--- src/rtl/halfBridgeFaultPkg.sv ---
package halfBridgeFaultPkg;

  typedef enum logic [1:0] {
    CAUSE_NONE          = 2'b00,
    CAUSE_OVER_CURRENT  = 2'b01,
    CAUSE_UNDER_CURRENT = 2'b10,
    CAUSE_OVER_TEMP     = 2'b11
  } faultCause_e;

  localparam int unsigned CAUSE_W = $bits(faultCause_e);

  // bit positions of the synchronised comparator vector
  localparam int unsigned FLAG_OC    = 0;
  localparam int unsigned FLAG_UC    = 1;
  localparam int unsigned FLAG_OT    = 2;
  localparam int unsigned FLAG_SD    = 3;
  localparam int unsigned FLAG_UV    = 4;
  localparam int unsigned FLAG_COUNT = 5;

  // strobes from control to the latch datapath
  typedef struct packed {
    logic clearReq;
    logic overTempTrip;
    logic overCurrentTrip;
    logic underCurrentTrip;
  } tripStrobes_t;

endpackage

--- src/rtl/faultSync.sv ---
module faultSync #(
  parameter int unsigned WIDTH  = 5,
  parameter int unsigned STAGES = 2
) (
  input  logic             clk,
  input  logic             rstN,
  input  logic [WIDTH-1:0] asyncIn,
  output logic [WIDTH-1:0] syncOut
);
  localparam int unsigned LAST = STAGES - 1;

  logic [WIDTH-1:0] pipe [STAGES];

  always_ff @(posedge clk or negedge rstN) begin
    if (!rstN) pipe[0] <= '0;
    else       pipe[0] <= asyncIn;
  end

  for (genvar s = 1; s < STAGES; s++) begin : gStage
    always_ff @(posedge clk or negedge rstN) begin
      if (!rstN) pipe[s] <= '0;
      else       pipe[s] <= pipe[s-1];
    end
  end

  assign syncOut = pipe[LAST];

endmodule

--- src/rtl/faultCtrl.sv ---
module faultCtrl
  import halfBridgeFaultPkg::*;
(
  input  logic                  clk,
  input  logic                  rstN,
  input  logic [FLAG_COUNT-1:0] syncFlags,
  input  logic                  preheatEnd,
  input  logic                  runStart,
  input  logic                  loGate,
  output tripStrobes_t          strobes
);
  logic ocEnable;
  logic ucEnable;
  logic loPrev;
  logic loFall;
  logic clearNow;

  assign clearNow = syncFlags[FLAG_SD] | syncFlags[FLAG_UV];
  assign loFall   = loPrev & ~loGate;

  // current-sense enables follow the mode sequence, withdrawn on clear
  always_ff @(posedge clk or negedge rstN) begin
    if (!rstN) begin
      ocEnable <= 1'b0;
      ucEnable <= 1'b0;
    end else if (clearNow) begin
      ocEnable <= 1'b0;
      ucEnable <= 1'b0;
    end else begin
      if (preheatEnd) ocEnable <= 1'b1;
      if (runStart)   ucEnable <= 1'b1;
    end
  end

  always_ff @(posedge clk or negedge rstN) begin
    if (!rstN) loPrev <= 1'b0;
    else       loPrev <= loGate;
  end

  always_comb begin
    strobes                  = '0;
    strobes.clearReq         = clearNow;
    strobes.overTempTrip     = ~clearNow & syncFlags[FLAG_OT];
    strobes.overCurrentTrip  = ~clearNow & ocEnable & syncFlags[FLAG_OC];
    strobes.underCurrentTrip = ~clearNow & ucEnable & loFall & syncFlags[FLAG_UC];
  end

  // a clear withdraws both enables on the next edge
  a_r11_enables_drop: assert property (@(posedge clk) disable iff (!rstN)
    clearNow |=> (!ocEnable && !ucEnable));

  // no low-current trip without a run-start strobe since the last clear
  a_r3_uc_needs_run: assert property (@(posedge clk) disable iff (!rstN)
    (clearNow && !runStart) |=> !strobes.underCurrentTrip);

endmodule

--- src/rtl/faultData.sv ---
module faultData
  import halfBridgeFaultPkg::*;
(
  input  logic               clk,
  input  logic               rstN,
  input  tripStrobes_t       strobes,
  output logic               faultLatched,
  output logic [CAUSE_W-1:0] faultCause
);
  faultCause_e causeReg;
  faultCause_e causeNext;
  logic        latchReg;
  logic        anyTrip;

  assign anyTrip = strobes.overTempTrip | strobes.overCurrentTrip |
                   strobes.underCurrentTrip;

  always_comb begin
    if (strobes.overTempTrip)         causeNext = CAUSE_OVER_TEMP;
    else if (strobes.overCurrentTrip) causeNext = CAUSE_OVER_CURRENT;
    else if (strobes.underCurrentTrip) causeNext = CAUSE_UNDER_CURRENT;
    else                              causeNext = CAUSE_NONE;
  end

  always_ff @(posedge clk or negedge rstN) begin
    if (!rstN) begin
      latchReg <= 1'b0;
      causeReg <= CAUSE_NONE;
    end else if (strobes.clearReq) begin
      latchReg <= 1'b0;
      causeReg <= CAUSE_NONE;
    end else if (!latchReg && anyTrip) begin
      latchReg <= 1'b1;
      causeReg <= causeNext;
    end
  end

  assign faultLatched = latchReg;
  assign faultCause   = causeReg;

  // sticky flag and frozen cause until a clear
  a_r6_flag_sticky: assert property (@(posedge clk) disable iff (!rstN)
    (latchReg && !strobes.clearReq) |=> latchReg);
  a_r6_cause_frozen: assert property (@(posedge clk) disable iff (!rstN)
    (latchReg && !strobes.clearReq) |=> $stable(causeReg));

  // clear empties flag and cause
  a_r7_clear_empties: assert property (@(posedge clk) disable iff (!rstN)
    strobes.clearReq |=> (!latchReg && causeReg == CAUSE_NONE));

  // flag and cause agree at all times
  a_r1_flag_cause_agree: assert property (@(posedge clk) disable iff (!rstN)
    latchReg == (causeReg != CAUSE_NONE));

  // over-temperature wins a tie
  a_r9_temp_first: assert property (@(posedge clk) disable iff (!rstN)
    (!latchReg && strobes.overTempTrip) |=> causeReg == CAUSE_OVER_TEMP);

endmodule

--- src/rtl/halfBridgeFaultLatch.sv ---
module halfBridgeFaultLatch
  import halfBridgeFaultPkg::*;
#(
  parameter int unsigned SYNC_STAGES = 2
) (
  input  logic       clk,
  input  logic       rstN,
  input  logic       csAboveHi,
  input  logic       csBelowLo,
  input  logic       overTemp,
  input  logic       shutdownHigh,
  input  logic       uvloActive,
  input  logic       preheatEnd,
  input  logic       runStart,
  input  logic       loGate,
  output logic       faultLatched,
  output logic [1:0] faultCause
);
  logic [FLAG_COUNT-1:0] rawFlags;
  logic [FLAG_COUNT-1:0] syncFlags;
  tripStrobes_t          strobes;

  always_comb begin
    rawFlags          = '0;
    rawFlags[FLAG_OC] = csAboveHi;
    rawFlags[FLAG_UC] = csBelowLo;
    rawFlags[FLAG_OT] = overTemp;
    rawFlags[FLAG_SD] = shutdownHigh;
    rawFlags[FLAG_UV] = uvloActive;
  end

  faultSync #(.WIDTH(FLAG_COUNT), .STAGES(SYNC_STAGES)) u_sync (
    .clk     (clk),
    .rstN    (rstN),
    .asyncIn (rawFlags),
    .syncOut (syncFlags)
  );

  faultCtrl u_ctrl (
    .clk        (clk),
    .rstN       (rstN),
    .syncFlags  (syncFlags),
    .preheatEnd (preheatEnd),
    .runStart   (runStart),
    .loGate     (loGate),
    .strobes    (strobes)
  );

  faultData u_data (
    .clk          (clk),
    .rstN         (rstN),
    .strobes      (strobes),
    .faultLatched (faultLatched),
    .faultCause   (faultCause)
  );

  // a low-current fault appears only right after a low-side falling edge
  a_r4_uc_on_lo_fall: assert property (@(posedge clk) disable iff (!rstN)
    ($rose(faultLatched) && faultCause == CAUSE_UNDER_CURRENT)
      |-> ($past(loGate, 2) && !$past(loGate, 1)));

endmodule

--- config.mk ---
export PLATFORM = sky130hd
export DESIGN_NAME = halfBridgeFaultLatch
export DESIGN_NICKNAME = d
export VERILOG_FILES = /design/src/rtl/halfBridgeFaultPkg.sv /design/src/rtl/faultSync.sv /design/src/rtl/faultCtrl.sv /design/src/rtl/faultData.sv /design/src/rtl/halfBridgeFaultLatch.sv
export SDC_FILE = /design/constraint.sdc
export NUM_CORES = 1
export LEC_CHECK = 0
export BUFFER_PORTS_ARGS = -buffer_cell sky130_fd_sc_hd__buf_4
export CORE_MARGIN = 5
export CORE_UTILIZATION = 25
export DETAILED_ROUTE_END_ITERATION = 8
export SETUP_SLACK_MARGIN = 0.5
export SYNTH_ARGS = -nofsm -noshare
export SYNTH_HDL_FRONTEND = slang
export SYNTH_SLANG_ARGS = --single-unit
--- constraint.sdc ---
create_clock -name clk -period 2.7 [get_ports clk]
set_clock_uncertainty 0.05 [all_clocks]
set_input_delay 0.27 -clock clk [delete_from_list [all_inputs] [get_ports clk]]
set_output_delay 0.27 -clock clk [all_outputs]
set_load 0.005 [all_outputs]
==> metrics <==
first-pass GRT wire length 1131 um; core area 1902 um2; Synth cell types 11; design area 643.1 um2; crit path DAT 0.85 ns; gpl congestion 0.7225; CTS tree done; Synth area leaders dfrtp_1 82%, nor2_1 3.9%, a31oi_1 2.6%; grt ovf 0; Setup Crit Path Kind register to output port; # fillers 187; DRC 0; Critical Path Fanout Max 5; Seq cells post-synth 16; Worst R2R Path Depth 3; clock latency on the worst-skew pair 0.27 ns; Setup crit end kind output port; vias 293; pwr dens 621.5 nW/um2; Ant. Diodes 0; fmax 0.8534 GHz; critical-path cell list buf_4; Slew HR 86.95%; Post-synth ARST share 100.0%; clk sink count 16; vias in the first global route 294; R2R Setup Slk 1.70 ns; Die ar. 2930 um2; Hold Path Stages 1; min cycle time layout 1.172 ns; EDFF count, synth 0; Placed Cells 71; initial core utilization 25.59%; Hold Violations, Final 0; Hold EP u_sync.pipe[7]; leakage power total 0.0003087 uW; Yosys warning count 0; total negative slack 0 ns; drt wl/cell 9.547 um; WL final 716 um; GRT Resource Usage Total 5.665%; Mapped Cells 32; combinational share of power 7.1%; worst hold start overTemp; critical path data required time 2.38 ns; switching portion of total power 20.05%; period utilisation layout 43.40%; synth-to-layout area growth 32.13%; Cell Area, Synth 486.7 um2; Routed met3 length 66 um; PostCTS Resize Cnt 0; initial DRC count 2; slew at the pin closest to its max-slew limit 0.1958 ns; FP Rows 16; Clk network pwr share 28.8%; most frequent cell after synthesis dfrtp_1; area leader, netlist dfrtp_1; Int Pwr 319.5 uW; Max-Cap Viols 0; Finished Layout Cells 75; DR vias/cell 3.907; CTS root buf clkbuf_4; Max Buffers Root-to-Sink 2; run status completed; CP Buf/Inv Count 1; hold crit path type primary input to register; Slew Limit Fails 0; Syn Area/Cell 15.21 um2; Die Ht 54.13 um; IO Pins 13; register share of total power 64.1%; Worst-path clk slew 0.08 ns; nets@finish 60; Main synth FF type dfrtp_1; post-synth top area share 82.26%; Post-DRT Antenna Nets 0; met2 routed WL 366 um; initial antenna violation count 0; Placed Area 610.6 um2; top cells by count, synth 16 x dfrtp_1, 5 x nor2_1, 2 x a21oi_1, 2 x a31oi_1; syn_nets 42; crit path max-delay cell type dfrtp_1; Max Used Layer met4; r2r endpoint u_data.faultCause[1]; TritonRoute pass-1 iters 4; Peak VDD IR 0.2228 mV; pin count of the biggest net entering global routing 17; TritonCTS Buffers 3; M1 WL 279 um; share of cells above drive strength 1 33.33%; port buffer count 12; RSZ-0062 raised after global routing false; r2r startpoint u_sync.syncOut[4]; H-Tree Depth 1; Die Width 54.13 um; CP top delay family flip-flops; Crit path largest cell delay 0.43 ns; Critical Path Source Type register; net switching power 80.12 uW; post-synthesis sequential area ratio 82.26%; setup violators final 0
[registers in the layout, indices dropped and copies added (netlist names)]
register / cells
u_data.faultCause: 2
u_sync.syncOut: 5
u_sync.pipe: 5
u_ctrl.ocEnable: 1
u_ctrl.ucEnable: 1
u_ctrl.loPrev: 1
u_data.faultLatched: 1
[layer usage]
layer | vias to the layer above | GRT usage (%)
met1 | 142 | 5.709
met4 | 0 | 4.979
met2 | 11 | 8.964
met3 | 2 | 2.216
met5 | - | 0
li1 | 138 | -
[worst max-delay path by stage]
stage | start | end | cells after the start
after CTS | u_data.faultLatched | faultLatched | 1
after detailed placement | loGate | u_data.faultCause[1] | 4
after floorplan | u_sync.syncOut[4] | u_data.faultCause[1] | 3
after global routing | u_data.faultLatched | faultLatched | 1
after global placement | loGate | u_data.faultCause[1] | 4
final | u_data.faultLatched | faultLatched | 1
[metrics by stage]
step / setup WS, ns / util [%] / power [uW] / hold WS, ns
3_5_place_dp: 1.687 / 32.11 / 289.3 / 0.08692
6_report: 1.528 / 33.82 / 399.7 / 0.04741
4_1_cts: 1.514 / 33.82 / 408.5 / 0.03491
5_1_grt: 1.493 / 33.82 / 424.1 / 0.02765
3_3_place_gp: 1.684 / 32.11 / 288.2 / 0.08387
2_1_floorplan: 1.741 / - / 268.8 / -0.07559
[layout make-up]
| type | count | area (um2) | share of cell area (%) |
|---|---|---|---|
| Sequential cell | 16 | 400.4 | 62.26 |
| Timing Repair Buffer | 13 | 100.1 | 15.56 |
| Inverter | 1 | 3.754 | 0.5837 |
| Tap cell | 27 | 33.78 | 5.253 |
| Clock buffer | 3 | 22.52 | 3.502 |
| Multi-Input combinational cell | 15 | 82.58 | 12.84 |
[timing repair]
| action | CTS | global route |
|---|---|---|
| hold buffers | 1 | 0 |
| setup buffers | 0 | 0 |
| endpoints found under the setup margin | 0 | 0 |
| hold endpoints to repair | 16 | 0 |
[layout by cell type (no fill, tap or decap)]
| master | instances |
|---|---|
| o21a_1 | 1 |
| buf_4 | 12 |
| a21oi_1 | 2 |
| clkbuf_4 | 3 |
| nand4b_1 | 1 |
| nor2_1 | 5 |
| dlygate4sd3_1 | 1 |
| a21o_1 | 1 |
| inv_1 | 1 |
| dfrtp_1 | 16 |
| or2_4 | 1 |
| nand2_1 | 1 |
| a31oi_1 | 2 |
| o21ai_1 | 1 |
[logic make-up (layout without fill, tap and decap cells)]
logic type,after synthesis,after routing,share of synthesized area [%]
buf+inv,1,17,0.7705
flops,16,16,82.26
simple gates,8,8,8.227
compound gates,7,7,8.740
[power groups by stage]
| stage | sequential [uW] | clock [uW] | combinational [uW] |
|---|---|---|---|
| finish | 256 | 115 | 28.3 |
| global route | 258 | 135 | 32.1 |
| CTS | 256 | 123 | 29.2 |
| detailed placement | 261 | 0 | 28.1 |
| global placement | 261 | 0 | 27.3 |
| floorplan | 260 | 0 | 8.36 |
[worst reg2reg max path, stage by stage, from the launching register on]
cell and delay (ns):
dfrtp_1 0.36, or2_4 0.26, a31oi_1 0.14, o21a_1 0.13
Note: power is estimated with default switching activity, not from simulation.
